## src/rtl/stk_pkg.sv

```systemverilog
package stk_pkg;
    localparam int TOP_W   = 3;
    localparam int DEPTH   = 1 << TOP_W;
    localparam int STAT_W  = 16;

    typedef struct packed {
        logic             busy;
        logic [3:0]       cc;     // {C3,C2,C1,C0}
        logic [TOP_W-1:0] top;
    } ptr_state_t;

    function automatic logic [STAT_W-1:0] pack_status(input ptr_state_t s);
        logic [STAT_W-1:0] w;
        w        = '0;
        w[15]    = s.busy;
        w[14]    = s.cc[3];
        w[13:11] = s.top;
        w[10]    = s.cc[2];
        w[9]     = s.cc[1];
        w[8]     = s.cc[0];
        return w;
    endfunction
endpackage

```

## src/rtl/stk_ptr.sv

```systemverilog
module stk_ptr
    import stk_pkg::*;
(
    input  logic              clk,
    input  logic              rst_n,
    input  logic              push_en,
    input  logic              pop_en,
    input  logic              busy_set,
    input  logic              busy_clr,
    input  logic              cc_we,
    input  logic [3:0]        cc_in,
    output logic [TOP_W-1:0]  top_o,
    output logic [STAT_W-1:0] status_o
);
    ptr_state_t st_d, st_q;

    always_comb begin
        st_d = st_q;
        if (push_en)
            st_d.top = st_q.top - TOP_W'(1);
        else if (pop_en)
            st_d.top = st_q.top + TOP_W'(1);
        if (busy_set)
            st_d.busy = 1'b1;
        else if (busy_clr)
            st_d.busy = 1'b0;
        if (cc_we)
            st_d.cc = cc_in;
    end

    always_ff @(posedge clk or negedge rst_n) begin
        if (!rst_n)
            st_q <= '0;
        else
            st_q <= st_d;
    end

    assign top_o    = st_q.top;
    assign status_o = pack_status(st_q);

    p_push_dec_r2: assert property (@(posedge clk) disable iff (!rst_n)
        push_en |=> top_o == $past(top_o) - TOP_W'(1));
    p_pop_inc_r3: assert property (@(posedge clk) disable iff (!rst_n)
        (pop_en && !push_en) |=> top_o == $past(top_o) + TOP_W'(1));
    p_top_hold_r3: assert property (@(posedge clk) disable iff (!rst_n)
        (!pop_en && !push_en) |=> $stable(top_o));
    p_busy_set_r9: assert property (@(posedge clk) disable iff (!rst_n)
        busy_set |=> status_o[15]);
    p_cc_hold_r10: assert property (@(posedge clk) disable iff (!rst_n)
        !cc_we |=> ({status_o[14], status_o[10:8]} == $past({status_o[14], status_o[10:8]})));
endmodule

```

## src/rtl/stk_array.sv

```systemverilog
module stk_array
    import stk_pkg::*;
#(
    parameter int WIDTH = 80
) (
    input  logic             clk,
    input  logic             we,
    input  logic [TOP_W-1:0] waddr,
    input  logic [WIDTH-1:0] wdata,
    input  logic [TOP_W-1:0] raddr_a,
    output logic [WIDTH-1:0] rdata_a,
    input  logic [TOP_W-1:0] raddr_b,
    output logic [WIDTH-1:0] rdata_b
);
    logic [WIDTH-1:0] ent_q [DEPTH];
    logic [WIDTH-1:0] ent_d [DEPTH];

    for (genvar g = 0; g < DEPTH; g++) begin : g_ent
        always_comb begin
            ent_d[g] = ent_q[g];
            if (we && waddr == TOP_W'(g))
                ent_d[g] = wdata;
        end
        always_ff @(posedge clk) begin
            ent_q[g] <= ent_d[g];
        end
    end

    assign rdata_a = ent_q[raddr_a];
    assign rdata_b = ent_q[raddr_b];
endmodule

```

## src/rtl/circ_reg_stack.sv

```systemverilog
module circ_reg_stack
    import stk_pkg::*;
#(
    parameter int WIDTH = 80
) (
    input  logic              clk,
    input  logic              rst_n,
    input  logic              push_i,
    input  logic [WIDTH-1:0]  push_data_i,
    input  logic              pop_i,
    output logic [WIDTH-1:0]  pop_data_o,
    input  logic [TOP_W-1:0]  rel_idx_i,
    input  logic              rel_we_i,
    input  logic [WIDTH-1:0]  rel_wdata_i,
    output logic [WIDTH-1:0]  rel_rdata_o,
    input  logic              busy_set_i,
    input  logic              busy_clr_i,
    input  logic              cc_we_i,
    input  logic [3:0]        cc_i,
    output logic [STAT_W-1:0] status_o
);
    logic [TOP_W-1:0] top_q;
    logic             pop_go, relw_go, wr_en;
    logic [TOP_W-1:0] push_addr, rel_addr, wr_addr;
    logic [WIDTH-1:0] wr_data;

    // push outranks both the pop and the top-relative write
    always_comb begin
        pop_go    = pop_i && !push_i;
        relw_go   = rel_we_i && !push_i;
        push_addr = top_q - TOP_W'(1);
        rel_addr  = top_q + rel_idx_i;
        wr_en     = push_i || relw_go;
        wr_addr   = push_i ? push_addr : rel_addr;
        wr_data   = push_i ? push_data_i : rel_wdata_i;
    end

    stk_ptr i_ptr (
        .clk      (clk),
        .rst_n    (rst_n),
        .push_en  (push_i),
        .pop_en   (pop_go),
        .busy_set (busy_set_i),
        .busy_clr (busy_clr_i),
        .cc_we    (cc_we_i),
        .cc_in    (cc_i),
        .top_o    (top_q),
        .status_o (status_o)
    );

    stk_array #(.WIDTH(WIDTH)) i_arr (
        .clk     (clk),
        .we      (wr_en),
        .waddr   (wr_addr),
        .wdata   (wr_data),
        .raddr_a (top_q),
        .rdata_a (pop_data_o),
        .raddr_b (rel_addr),
        .rdata_b (rel_rdata_o)
    );

    p_push_visible_r2: assert property (@(posedge clk) disable iff (!rst_n)
        push_i |=> pop_data_o == $past(push_data_i));
    p_relw_lands_r5: assert property (@(posedge clk) disable iff (!rst_n)
        (rel_we_i && !push_i && !pop_i) |=> rel_rdata_o == $past(rel_wdata_i) || rel_idx_i != $past(rel_idx_i));
    p_status_top_r8: assert property (@(posedge clk) disable iff (!rst_n)
        push_i |=> status_o[13:11] == $past(status_o[13:11]) - TOP_W'(1));
endmodule

```

## config.mk

```make
export PLATFORM = sky130hd
export DESIGN_NAME = circ_reg_stack
export DESIGN_NICKNAME = d
export VERILOG_FILES = /design/src/rtl/stk_pkg.sv /design/src/rtl/stk_ptr.sv /design/src/rtl/stk_array.sv /design/src/rtl/circ_reg_stack.sv
export SDC_FILE = /design/constraint.sdc
export NUM_CORES = 1
export LEC_CHECK = 0
export BUFFER_PORTS_ARGS = -buffer_cell sky130_fd_sc_hd__buf_2
export CAP_MARGIN = 25
export CORE_MARGIN = 8
export CORE_UTILIZATION = 53
export CTS_BUF_LIST = sky130_fd_sc_hd__clkbuf_8 sky130_fd_sc_hd__clkbuf_16
export CTS_CLUSTER_DIAMETER = 40
export DETAILED_ROUTE_END_ITERATION = 16
export PLACE_DENSITY = 0.76
export SLEW_MARGIN = 20
export SYNTH_ARGS = -nofsm -noshare
export SYNTH_HDL_FRONTEND = slang
export SYNTH_SLANG_ARGS = --single-unit
```

## constraint.sdc

```tcl
create_clock -name clk -period 6.7 [get_ports clk]
set_clock_uncertainty 0.1 [all_clocks]
set_input_delay 0.335 -clock clk [delete_from_list [all_inputs] [get_ports clk]]
set_output_delay 0.335 -clock clk [all_outputs]
set_load 0.005 [all_outputs]
```

## Word level (Yosys, flattened, before mapping)

Memory sizes are Yosys's and may differ from the RTL's.
Cells that the tools add are included.

| storage, ports and cells | value |
|---|---|
| register bits | 8 |
| bits in latches | 0 |
| RAM bits | 640 |
| memory bits (read-only) | 0 |
| input bits | 175 |
| output and inout port bits | 176 |
| word-level logic and storage cells | 79 |
| memories kept | 1 |

| operators by class | value |
|---|---|
| $add $sub $neg | 3 |
| $mul | 0 |
| divide/modulo/power cells | 0 |
| order comparisons | 0 |
| equal/unequal tests | 15 |
| shift operators | 0 |
| mux-type cells | 35 |
| bitwise gates (word level) | 0 |
| reductions and logical operators | 22 |

Memories:

| name | depth | width | rd ports | clocked after memory_dff | write ports | RTL line | source |
|---|---|---|---|---|---|---|---|
| i_arr.ent_q | 8 | 80 | 2 | 0 | 1 | stk_array.sv:15 | `logic [WIDTH-1:0] ent_q [DEPTH];` |

Operators by type and width:

| cell | count |
|---|---|
| 2-to-1 mux 80 bit | 16 |
| OR reduction 80 bit | 7 |
| 2-to-1 mux 3 bit | 10 |
| == test 3 bit (second input constant) | 4 |
| logical AND 1 bit | 10 |
| 2-to-1 mux 1 bit | 9 |
| != test 1 bit (second input constant) | 8 |
| == test 3 x 2 -> 1 bit (second input constant) | 2 |
| nonzero test 2 bit | 2 |
| adder 3 x 1 -> 3 bit (second input constant) | 1 |
| adder 3 bit | 1 |
| == test 3 x 1 -> 1 bit (second input constant) | 1 |
| zero test 3 bit | 1 |
| subtractor 3 x 1 -> 3 bit (second input constant) | 1 |
| zero test 1 bit | 1 |
| logical OR 1 bit | 1 |

## Depth between registers and ports, before layout

Gate-level depths: netlist of the first run.

| logic depth | value |
|---|---|
| depth in word-level cells | 13 |
| mapped depth | 9 |
| mapped depth without buffers | 6 |

## Modules after synthesis

Synthesis of the first run repeated with hierarchy kept, for this count alone.

| unflattened totals | value |
|---|---|
| cells, all modules | 1,366 |
| area, all modules | 30,446.7 µm² |

Modules (own cells, without submodules):

| module | instances | cells an instance | area an instance (µm²) | seq. area each (µm²) |
|---|---|---|---|---|
| stk_array | 1 | 1,223 | 28,830.2 | 19,218.4 |
| circ_reg_stack | 1 | 106 | 1,194.9 | 0.0 |
| stk_ptr | 1 | 37 | 421.7 | 200.2 |

## Worst setup path after synthesis of the first run

OpenSTA, ideal clock, no wires.

| timing | value |
|---|---|
| path type | register -> register |
| from | register i_ptr.st_q (netlist bit i_ptr.top_o[1]) |
| to | memory i_arr.ent_q[0][0], enable pin |
| library setup time | 0.553 ns |
| arrival time | 6.249 ns |
| required time | 6.047 ns |
| slack | -0.202 ns |
| stages on the path, launching flop included | 10 |
| path buffers | 4 |
| period minus slack after synthesis | 6.902 ns |
| cell sequence | dfrtp_1 buf_2 buf_2 buf_2 inv_1 fa_1 clkbuf_1 nor4bb_1 o21bai_1 mux2i_1 |

| on the way | value |
|---|---|
| word-level cells in the longest chain between the ends | 13 |
| elaborated cells between the ends (all ways) | 48 |
| those cells by class | 2 x add/sub; 15 x eq/ne; 15 x mux; 16 x reduce/logical |

RTL lines:

| element | RTL line | source |
|---|---|---|
| from (decl) | stk_ptr.sv:15 | `ptr_state_t st_d, st_q;` |
| from (signal assigned) | stk_ptr.sv:35 | `st_q <= st_d;` |
| adder 3 bit or subtractor 3 x 1 -> 3 bit (tied branches) | circ_reg_stack.sv:32, circ_reg_stack.sv:31 |  |
| 2-to-1 mux 3 bit * | circ_reg_stack.sv:34 | `wr_addr = push_i ? push_addr : rel_addr;` |
| == test 3 x 1 -> 1 bit | stk_array.sv:21 | `if (we && waddr == TOP_W'(g))` |
| logical AND 1 bit | stk_array.sv:21 |  |
| != test 1 bit (no source line) | -- |  |
| OR reduction 80 bit (no source line) | -- |  |
| 2-to-1 mux 3 bit (no source line) or 2-to-1 mux 1 bit (tied branches) (7 in series) | -- |  |
| to (decl) | stk_array.sv:15 |  |

Mark *: on every way between the ends. The rest lies on a longest branch, timed or not.

## Final worst setup path of the first run

| timing | value |
|---|---|
| from | register i_ptr.st_q (netlist bit i_ptr.top_o[0]) |
| to | output port pop_data_o[3] |

| on the way | value |
|---|---|
| word-level cells in the longest chain between the ends | 1 |

RTL lines:

| element | RTL line | source |
|---|---|---|
| memory (8 x 80 bit) | -- |  |
| to (decl) | circ_reg_stack.sv:11 | `output logic [WIDTH-1:0] pop_data_o,` |

Every way passes these cells.

==> summary.txt, run 1 <==
Clock tree
  • Postcts setup bufs: 0
  • Clock Path Buffers: 3
  • Htree depth: 3
  • Clock latency on the worst-skew pair: 610 ps
  • Clock slew at reported path FFs: 60 ps
  • Clock sinks: 648
  • CTS tree: yes
  • Post-CTS sizing: 0
  • Total CTS buffers: 79
  • Clock Tree Root: clkbuf_16
  • Hold Buf Count CTS: 13

Yosys
  • Post-synth cell types: 31
  • Async set-reset flop share out of synthesis: 0.01235
  • Yosys warns: 0
  • Area contributors post-synth: edfxtp_1 63%, mux4_2 24%, mux2_2 8.8%
  • Syn Area/Cell: 22.18 µm²
  • Top cells by count, synth: 640 x edfxtp_1, 320 x mux4_2, 238 x mux2_2
  • Synthesized netlist cell count: 1369
  • Synth Register Bits: 648
  • Number of synthesized flops with an enable pin: 640
  • Top-area cell type share of the netlist area: 0.6329
  • Synth Flop Type: edfxtp_1
  • Post-synth top area cell: edfxtp_1
  • Top-count cell post-synth: edfxtp_1
  • Sequential area share after synthesis: 0.6395
  • Mapped Area: 30360 µm²

Power
  • NetSw: 6.881 mW
  • Clock power frac: 0.215
  • Lkg Pwr: 12.02 nW
  • Switch share: 0.3455
  • Int Power: 13.04 mW
  • Tot Pwr: 19.92 mW
  • IR drop worst, VDD: 0.7026 mV
  • Pwr dens: 558.4 nW/µm²
  • Comb pwr share: 0.458
  • Reg power frac: 0.328

Global routing
  • Initial antenna violation count: 2
  • Total grt overflow: 0
  • First-pass GRT wire length: 114.0 mm
  • Vias in the first global route: 18024
  • Largest net degree at the start of global routing: 164
  • All-Layer GR Usage: 0.2282

Critical path
  • Critical path data arrival time: 5300 ps
  • Kind of end point of the critical path: primary output
  • Setup CP Type: flop to primary output
  • Startpoint Class: flop
  • WP data required: 6260 ps
  • Max FO, Critical Path: 47

Place
  • Final HPWL DP: 44.63 mm
  • Routability Congestion: 0.7297
  • # port buffers: 342
  • # placed instances: 2398
  • Area of placed instances: 32840 µm²

Floorplan
  • Core Area: 56500 µm²
  • Area of the die: 65210 µm²
  • Num ports: 351
  • Die Wd: 255.4 µm
  • Initial core utilization: 0.5375
  • Vert. Die Dim: 255.4 µm
  • Row count: 87

Finish
  • Layout cells sized above 1: 0.5989
  • Final Instance Count excl. Fillers: 2558
  • Design Area, Final: 35660 µm²
  • Post-layout net count: 1915
  • Area growth from synthesis to layout: 17.45%

STA
  • Relative slew slack: 0.2815
  • Worst-Margin Slew: 1071 ps
  • Setup TNS Final: 0 ps
  • Final hold vios: 0
  • Highest clock rate: 174.3 MHz
  • Final setup fails: 0
  • Minimum clock period: 5736 ps
  • Final period utilization: 0.8562
  • Max-slew violation count: 0
  • RSZ-0062 raised after global routing: no

Hold path
  • Hold crit path type: input port to flop

Drt
  • Via/cell ratio: 6.391
  • Drt initial violations: 1466
  • DR vias: 16349
  • DR WL/cell: 29.40 µm
  • WL final: 75.21 mm
  • Post-route DRC: 0
  • Pre-antenna DRT Iters: 5
  • Antenna-violating nets left: 0

Flow run
  • Maximum Capacitance Violations: 0

Run status
  • Status: complete, no violations
[layer usage]
metal  global-route usage  up-vias  share of wire
met3              0.06190      106          0.087
met5                    0        -              0
met4              0.05975        0          0.019
met1               0.2949     8732           0.39
li1                     -     6716              -
met2               0.3821      795           0.50
[power groups by stage]
| stage | clock network (mW) | registers [mW] | logic [mW] |
|---|---|---|---|
| 2_1_floorplan | 0 | 6.31 | 6.08 |
| 3_3_place_gp | 0 | 6.47 | 9.19 |
| 3_5_place_dp | 0 | 6.57 | 9.22 |
| 4_1_cts | 4.33 | 6.53 | 9.27 |
| 5_1_grt | 4.50 | 6.64 | 9.68 |
| 6_report | 4.27 | 6.53 | 9.11 |
[final timing paths]
path / to / slack [ps] / start / cells after the start
max: pop_data_o[3] / 960 / i_ptr.top_o[0]$_DFFE_PN0P_ / 6
min: i_arr.ent_q[2][49]$_DFFE_PP_ / 40 / push_data_i[49] / 2
max reg2reg: i_arr.ent_q[5][55]$_DFFE_PP_ / 1730 / i_ptr.top_o[0]$_DFFE_PN0P_ / 8
min reg2reg: i_ptr.status_o[15]$_DFFE_PN0P_ / 930 / i_ptr.status_o[15]$_DFFE_PN0P_ / 2
max in group asynchronous: i_ptr.top_o[0]$_DFFE_PN0P_ / 5510 / rst_n / 3
min in group asynchronous: i_ptr.status_o[9]$_DFFE_PN0P_ / 620 / rst_n / 3
[sequential cells by signal, indices dropped and copies added, names as in the netlist]
name and count:
i_arr.ent_q 640, i_ptr.top_o 3, i_ptr.status_o 5
[worst max-delay path: stages (launching register included)]
cell,delay (ps)
dfrtp_4,940
buf_4,770
buf_4,830
buf_4,830
mux4_2,600
mux2_2,330
buf_2,150
[layout make-up]
type                    count  area (µm²)
diodes                      2       5.005
clock inverters            62       606.8
flip-flops and latches    648       19430
inverters                   6       22.52
well taps                 756       945.9
fillers                  3790       20830
multi-input cells         613       10460
repair buffers            388        2117
clock buffers              83        2077
[metrics by stage]
stage	setup WS, ps	utilization	hold WS, ps
2_1_floorplan	-202.1	-	-60.59
3_3_place_gp	1478	0.5814	109.0
3_5_place_dp	1458	0.5814	106.8
4_1_cts	804.4	0.6312	8.894
5_1_grt	532.7	0.6312	21.31
6_report	963.5	0.6313	38.69
[layout by cell type (no fill, tap or decap), drive strengths merged, types with 2 or more instances in the layout]
master       netlist  layout
buf               70     375
clkbuf            39      83
clkinvlp           0      11
o21bai             4       4
and3b              2       2
mux2             244     244
mux4             320     320
inv                6      24
o21ai              6       6
dfrtp              8       8
xor2               2       2
conb               1       8
dlygate4sd3        0      13
nand2              2       2
diode              0       2
xnor2              2       2
nor4bb             2       2
clkinv             0      25
bufinv             0       8
mux2i              8       8
edfxtp           640     640
nor3b              2       2
ha                 3       3
[cell families (layout without fill, tap and decap cells)]
family                     Yosys count  after routing  share of synthesized area
other                                1             10                  0.0001235
DFF                                648            648                     0.6395
AOI/OAI and AO/OA                   13             13                   0.002802
xor gates and xnor gates             4              4                   0.001154
and+or+nand+nor                     12             12                   0.002926
buffers and inverters              115            539                    0.02110
muxes                              572            572                     0.3305
adders and majority gates            4              4                   0.001896
Note: power is estimated with default switching activity, not from simulation.
==> run 2, diff against run 1 <==
--- a/config.mk
+++ b/config.mk
@@ -16,4 +16,5 @@
 export SLEW_MARGIN = 20
 export SYNTH_ARGS = -nofsm -noshare
 export SYNTH_HDL_FRONTEND = slang
+export SYNTH_HIERARCHICAL = 1
 export SYNTH_SLANG_ARGS = --single-unit
==> run 2 against run 1 <==
Clock power up 10%. Sequential power down 2%. Fmax up 11%. Largest cell class unchanged. Highest routed layer unchanged.
==> summary.txt, run 2 <==
Yosys
  • Top-area cell type share of the netlist area: 0.6312 (-0.001717)
  • Number of synthesized flops with an enable pin: 640 (unchanged)
  • Synthesized netlist cell count: 1366 (-0.22%)
  • Largest family of logic cells by synthesized area: multiplexers
  • Synth Flop Type: edfxtp_1
  • Mux contribution to synthesized area: 0.3302 (about the same)
  • Top-count cell post-synth: edfxtp_1
  • Mapped Area: 30450 µm² (+0.27%)
  • Sequential area share after synthesis: 0.6378 (-0.001735)
  • Post-synth top area cell: edfxtp_1
  • Area contributors post-synth: edfxtp_1 63%, mux4_2 24%, mux2_2 8.1%
  • Post-synth cell types: 27 (-13%)
  • Syn Area/Cell: 22.29 µm² (+0.49%)
  • Synth Area in XOR/XNOR: 0.001438 (+0.0002845)
  • Post-Synth Adder-Cell Area: 0.002137 (+0.0002414)
  • Async set-reset flop share out of synthesis: 0.01235 (unchanged)
  • Synth Area in Simple Gates: 0.003246 (+0.0003208)
  • Top cells by count, synth: 640 x edfxtp_1, 320 x mux4_2, 220 x mux2_2
  • Yosys warns: 6 (+6)
  • Synth Area in Compound Gates: 0.0009041 (-0.001898)
  • Synth Register Bits: 648 (unchanged)

Floorplan
  • Die Wd: 255.7 µm (+0.13%)
  • Row count: 88 (+1.1%)
  • Area of the die: 65370 µm² (+0.25%)
  • Core Area: 57250 µm² (+1.3%)
  • Num ports: 351 (unchanged)
  • Initial core utilization: 0.5318 (-0.005687)
  • Vert. Die Dim: 255.7 µm (+0.13%)

Place
  • Area of placed instances: 32790 µm² (-0.16%)
  • # placed instances: 2397 (-0.042%)
  • Final HPWL DP: 43.29 mm (-3.0%)
  • # port buffers: 342 (unchanged)
  • Dpl ws: 1965 ps (+507.2 ps)
  • Routability Congestion: 0.7422 (+1.7%)

Clock tree
  • Clock Tree Root: clkbuf_16
  • Total CTS buffers: 88 (+11%)
  • Clock Path Buffers: 3 (unchanged)
  • Clock latency on the worst-skew pair: 620 ps (about the same)
  • Htree depth: 3 (unchanged)
  • CTS tree: yes
  • Postcts setup bufs: 0 (unchanged)
  • Clock slew at reported path FFs: 60 ps (about the same)
  • Clock sinks: 648 (unchanged)

Hold path
  • Hold path depth: 2 (unchanged)
  • Hold Startpoint: rel_wdata_i[18]
  • End of the worst hold path: i_arr/ent_q[6][18]$_DFFE_PP_
  • Hold crit path type: input port to flop

Critical path
  • Kind of end point of the critical path: primary output
  • WP data required: 6260 ps (about the same)
  • Worst r2r src: i_ptr/top_o[0]$_DFFE_PN0P_
  • Max FO, Critical Path: 45 (-4.3%)
  • Setup CP Type: flop to primary output
  • Worst R2R Setup Slack: 2010 ps (+280 ps)
  • R2R cell count: 7 (-1)
  • CP Launch Point: i_ptr/top_o[0]$_DFFE_PN0P_
  • Startpoint Class: flop
  • Critical R2R Capture: i_arr/ent_q[7][68]$_DFFE_PP_
  • Critical path data arrival time: 4720 ps (-580 ps)

Global routing
  • All-Layer GR Usage: 0.2242 (-0.004069)
  • Total grt overflow: 0 (unchanged)
  • Largest net degree at the start of global routing: 85 (-48%)
  • Initial antenna violation count: 1 (-1)
  • First-pass GRT wire length: 112.0 mm (-1.7%)
  • Vias in the first global route: 18381 (+2.0%)

Finish
  • Post-layout net count: 1971 (+2.9%)
  • Largest Register: i_arr/ent_q
  • Final Instance Count excl. Fillers: 2632 (+2.9%)
  • # fillers: 3846 (+1.5%)
  • Layout cells sized above 1: 0.5884 (-0.01046)
  • Most frequent cells in the layout: 640 x edfxtp_1, 341 x buf_2, 320 x mux4_2
  • Design Area, Final: 36540 µm² (+2.5%)
  • Core Util, Final: 0.6382 (+0.006989)
  • Max FFs per register: 640 (unchanged)
  • Commonest non-fill, non-tap cell in the layout: edfxtp_1
  • Area growth from synthesis to layout: 20.02%

Drt
  • Post-route DRC: 0 (unchanged)
  • Antenna-violating nets left: 0 (unchanged)
  • DR vias: 16179 (-1.0%)
  • WL final: 73.81 mm (-1.9%)
  • Via/cell ratio: 6.147 (-3.8%)
  • DR WL/cell: 28.04 µm (-4.6%)
  • Drt initial violations: 1130 (-23%)
  • Pre-antenna DRT Iters: 5 (unchanged)

Run status
  • Status: complete, no violations

STA
  • Relative slew slack: 0.3639 (+0.08240)
  • Crit path setup slack, layout: 1542 ps (+578.2 ps)
  • Worst-Margin Slew: 954.2 ps (-116.4 ps)
  • Minimum clock period: 5158 ps (-578.2 ps)
  • Final period utilization: 0.7699 (-0.08630)
  • Final hold vios: 0 (unchanged)
  • Highest clock rate: 193.9 MHz (+11%)
  • Max-slew violation count: 0 (unchanged)
  • Final setup fails: 0 (unchanged)
  • RSZ-0062 raised after global routing: no

Power
  • Lkg Pwr: 12.48 nW (+3.8%)
  • Pwr dens: 556.3 nW/µm² (-0.39%)
  • IR drop worst, VDD: 0.4451 mV (-37%)

Flow run
  • Maximum Capacitance Violations: 0 (unchanged)
==> run 2: cell count changes after synthesis, sizes merged, moves of 4 or more <==
cell / change
buf: +11
clkbuf: -9
mux2i: -7
nor2: +8
o21ai: -5
o21bai: -4
==> run 2: worst max-delay path, stage by stage, from the launching register on <==
cell and delay, ps:
dfrtp_4 730, ha_4 280, fa_4 420, xnor2_1 350
xnor2_2 190, buf_4 630, buf_4 560, mux4_2 410
mux2_2 330, buf_2 140
==> run 2: worst max path at each step <==
stage / endpoint / slack (ps) / cells after the start
after global routing: rel_rdata_o[38] / 1390 / 9
after floorplan: i_arr/ent_q[2][0]$_DFFE_PP_ / -1120 / 7
after global placement: i_arr/ent_q[7][67]$_DFFE_PP_ / 2010 / 7
after detailed placement: i_arr/ent_q[7][61]$_DFFE_PP_ / 1970 / 7
final: rel_rdata_o[38] / 1540 / 9
after CTS: rel_rdata_o[38] / 1470 / 9
==> run 2: kinds of logic after synthesis <==
kind of cell / Yosys count
adders and majority gates: 4
DFF: 648
AOI/OAI and AO/OA: 5
buffers and inverters: 118
muxes: 565
other: 1
xor gates and xnor gates: 5
and+or+nand+nor: 20
==> run 2: power breakdown <==
part | switching (mW) | internal [mW]
Combinational | 4.56 | 4.64
Clock | 1.84 | 2.86
Sequential | 0.588 | 5.84
Total | 6.99 | 13.3
==> run 2: area by class of cell <==
cell class	instances	area (µm²)	area share
clock buffers	89	2227	0.06095
repair buffers	440	2706	0.07406
inverters	7	26.28	0.0007190
multi-input cells	607	10400	0.2847
clock inverters	75	790.8	0.02164
well taps	765	957.2	0.02619
diodes	1	2.502	0.00006848
flip-flops and latches	648	19430	0.5317
==> run 2: layer usage <==
layer  GRT usage  wire length (µm)  up-vias
li1            -                 -     6815
met1      0.2714             27540     8637
met2      0.3991             39330      604
met3     0.03903              4674      123
met4     0.08674              2262        0
met5           0                 0        -
==> run 2: timing repair <==
item                                   CTS  global route
hold buffers                            68             0
endpoints found under the hold margin  224             0
resized for setup                        0             0
==> run 2: per-stage QoR <==
| step | total power, mW | hold WS [ps] | setup TNS (ps) |
|---|---|---|---|
| 5_1_grt | 21.27 | 28.45 | 0 |
| 3_5_place_dp | 15.79 | 97.25 | 0 |
| 6_report | 20.33 | 23.75 | 0 |
| 3_3_place_gp | 15.63 | 94.05 | 0 |
| 4_1_cts | 20.59 | 1.377 | 0 |
| 2_1_floorplan | 12.48 | -60.59 | -178820 |
==> run 3, diff against run 2 <==
==> constraint.sdc (replaced) <==
create_clock -name clk -period 4.15 [get_ports clk]
set_clock_uncertainty 0.1 [all_clocks]
set_input_delay 0.2075 -clock clk [delete_from_list [all_inputs] [get_ports clk]]
set_output_delay 0.2075 -clock clk [all_outputs]
set_load 0.005 [all_outputs]
==> run 3 against run 2 <==
Global-route usage about the same. Register-to-register slack got worse by 1300 ps. Die area unchanged. Critical path depth down 1. Via count increased by 3.3%. Clock power increased by 62%. First-iteration DRC count fell by 5.4%. Combinational power up 65%. Cell area is 3.5% higher. Sequential share of layout area down 1.8 points. Largest cell class unchanged. Highest routed layer is now met5.
==> summary.txt, run 3 (same netlist as run 2, synthesis figures left out) <==
Run status
  • Status: complete, no violations

Global routing
  • All-Layer GR Usage: 0.2242 (about the same)
  • First-pass GRT wire length: 112.8 mm (+0.66%)
  • Initial antenna violation count: 2 (+1)
  • Largest net degree at the start of global routing: 91 (+7.1%)
  • Vias in the first global route: 18835 (+2.5%)
  • Total grt overflow: 0 (unchanged)

STA
  • Minimum clock period: 3976 ps
  • Highest clock rate: 251.5 MHz
  • Relative slew slack: 0.3813 (+0.01745)
  • Max-slew violation count: 0 (unchanged)
  • Final hold vios: 0 (unchanged)
  • Final period utilization: 0.9581
  • Worst-Margin Slew: 928.0 ps (-26.18 ps)
  • Final setup fails: 0 (unchanged)
  • RSZ-0062 raised after global routing: no
  • Setup TNS Final: 0 ps (unchanged)

Drt
  • Drt initial violations: 1069 (-5.4%)
  • DR vias: 16707 (+3.3%)
  • Post-route DRC: 0 (unchanged)
  • Antenna-violating nets left: 0 (unchanged)
  • DR WL/cell: 26.89 µm (-4.1%)
  • Pre-antenna DRT Iters: 7 (+2)
  • WL final: 73.64 mm (-0.23%)
  • Via/cell ratio: 6.102 (-0.73%)

Floorplan
  • Vert. Die Dim: 255.7 µm (unchanged)
  • Num ports: 351 (unchanged)
  • Area of the die: 65370 µm² (unchanged)
  • Core Area: 57250 µm² (unchanged)
  • Die Wd: 255.7 µm (unchanged)
  • Initial core utilization: 0.5318 (unchanged)
  • Row count: 88 (unchanged)

Finish
  • Post-layout net count: 2082 (+5.6%)
  • Footprint of the multi-input gates: 10420 µm² (+0.12%)
  • Layout cells sized above 1: 0.5580 (-0.03039)
  • Commonest non-fill, non-tap cell in the layout: edfxtp_1
  • Most frequent cells in the layout: 640 x edfxtp_1, 341 x buf_2, 320 x mux4_2
  • Register area: 19430 µm² (unchanged)
  • Largest Register: i_arr/ent_q
  • Final Instance Count excl. Fillers: 2738 (+4.0%)
  • Max FFs per register: 640 (unchanged)
  • # fillers: 3643 (-5.3%)
  • Area growth from synthesis to layout: 24.24%
  • Antenna cells: 0 (-1)

Clock tree
  • CTS tree: yes
  • Clock Path Buffers: 3 (unchanged)
  • Post-CTS sizing: 0 (unchanged)
  • Clock latency on the worst-skew pair: 600 ps (-20 ps)
  • Total CTS buffers: 87 (-1.1%)
  • Clock sinks: 648 (unchanged)
  • Htree depth: 3 (unchanged)
  • Clock Tree Root: clkbuf_16
  • Postcts setup bufs: 0 (unchanged)
  • Clock slew at reported path FFs: 50 ps (about the same)

Power
  • Pwr dens: 872.4 nW/µm² (+57%)
  • IR drop worst, VDD: 0.6578 mV (+48%)
  • Lkg Pwr: 13.00 nW (+4.2%)

Critical path
  • Startpoint Class: flop
  • Critical path data arrival time: 3670 ps (-1050 ps)
  • Critical R2R Capture: i_arr/ent_q[7][71]$_DFFE_PP_
  • Setup CP Type: flop to primary output
  • R2R cell count: 8 (+1)
  • WP data required: 3840 ps (-2420 ps)
  • Kind of end point of the critical path: primary output
  • Worst r2r src: i_ptr/top_o[0]$_DFFE_PN0P_
  • Worst R2R Setup Slack: 710 ps (-1300 ps)
  • Max FO, Critical Path: 76 (+69%)

Hold path
  • Hold crit path type: input port to flop
  • End of the worst hold path: i_ptr/status_o[9]$_DFFE_PN0P_
  • Hold path depth: 3 (+1)
  • Hold Startpoint: cc_we_i

Flow run
  • Maximum Capacitance Violations: 0 (unchanged)

Place
  • Final HPWL DP: 40.38 mm (-6.7%)
  • Routability Congestion: 0.7444 (+0.30%)
  • # port buffers: 342 (unchanged)
  • # placed instances: 2405 (+0.33%)
-- run 3: worst max path at each step --
stage	from	end	slack, ps	depth (start not counted)
CTS	i_ptr/top_o[0]$_DFFE_PN0P_	rel_rdata_o[25]	110	8
detailed placement	i_ptr/top_o[0]$_DFFE_PN0P_	i_arr/ent_q[7][54]$_DFFE_PP_	730	8
global route	i_ptr/top_o[0]$_DFFE_PN0P_	rel_rdata_o[23]	40	8
floorplan	i_ptr/top_o[0]$_DFFE_PN0P_	i_arr/ent_q[7][0]$_DFFE_PP_	-540	8
finish	i_ptr/top_o[0]$_DFFE_PN0P_	rel_rdata_o[19]	170	8
global placement	i_ptr/top_o[0]$_DFFE_PN0P_	i_arr/ent_q[7][53]$_DFFE_PP_	720	8
-- run 3: timing repair --
item / 4_1_cts / 5_1_grt
endpoints found under the hold margin: 656 / 0
endpoints found under the setup margin: 0 / 0
hold buffers: 174 / 0
-- run 3: cell type report --
type,instances,share of cell area
flip-flops and latches,648,0.5136
multi-input cells,607,0.2753
repair buffers,552,0.1054
clock buffers,90,0.05954
well taps,765,0.02530
clock inverters,69,0.02004
inverters,7,0.0006946
-- run 3: routing by layer --
metal | routed length, µm | track usage
met1 | 27500 | 0.2705
met2 | 38950 | 0.3990
met3 | 4950 | 0.04544
met4 | 2220 | 0.07884
met5 | 13 | 0
-- run 3: per-stage QoR --
stage                     power [mW]  utilization  worst slack (ps)  cell area (µm²)  hold slack [ps]
after floorplan                20.03            -            -541.7            30520           -188.1
after global placement         25.21       0.5777             722.3            33080           -41.24
after detailed placement       25.50       0.5777             725.1            33080           -40.51
after CTS                      33.39       0.6607             111.8            37830            259.7
after global routing           34.51       0.6607             44.57            37830            387.6
final                          33.00       0.6607             173.8            37830            371.7
-- run 3: power breakdown --
part	switching [mW]	total [mW]	internal (mW)	leakage, nW
Combinational	7.46	15.2	7.75	5.60
Sequential	0.763	10.2	9.40	5.94
Clock	2.88	7.63	4.74	1.46
Total	11.1	33.0	21.9	13.0
-- run 3: critical path, stage by stage, from the launching register on --
cell and delay (ps):
dfrtp_4 570, ha_4 190, fa_4 420, xnor2_1 290, xnor2_2 210, buf_12 450, mux4_2 410, mux2_2 320
buf_2 140
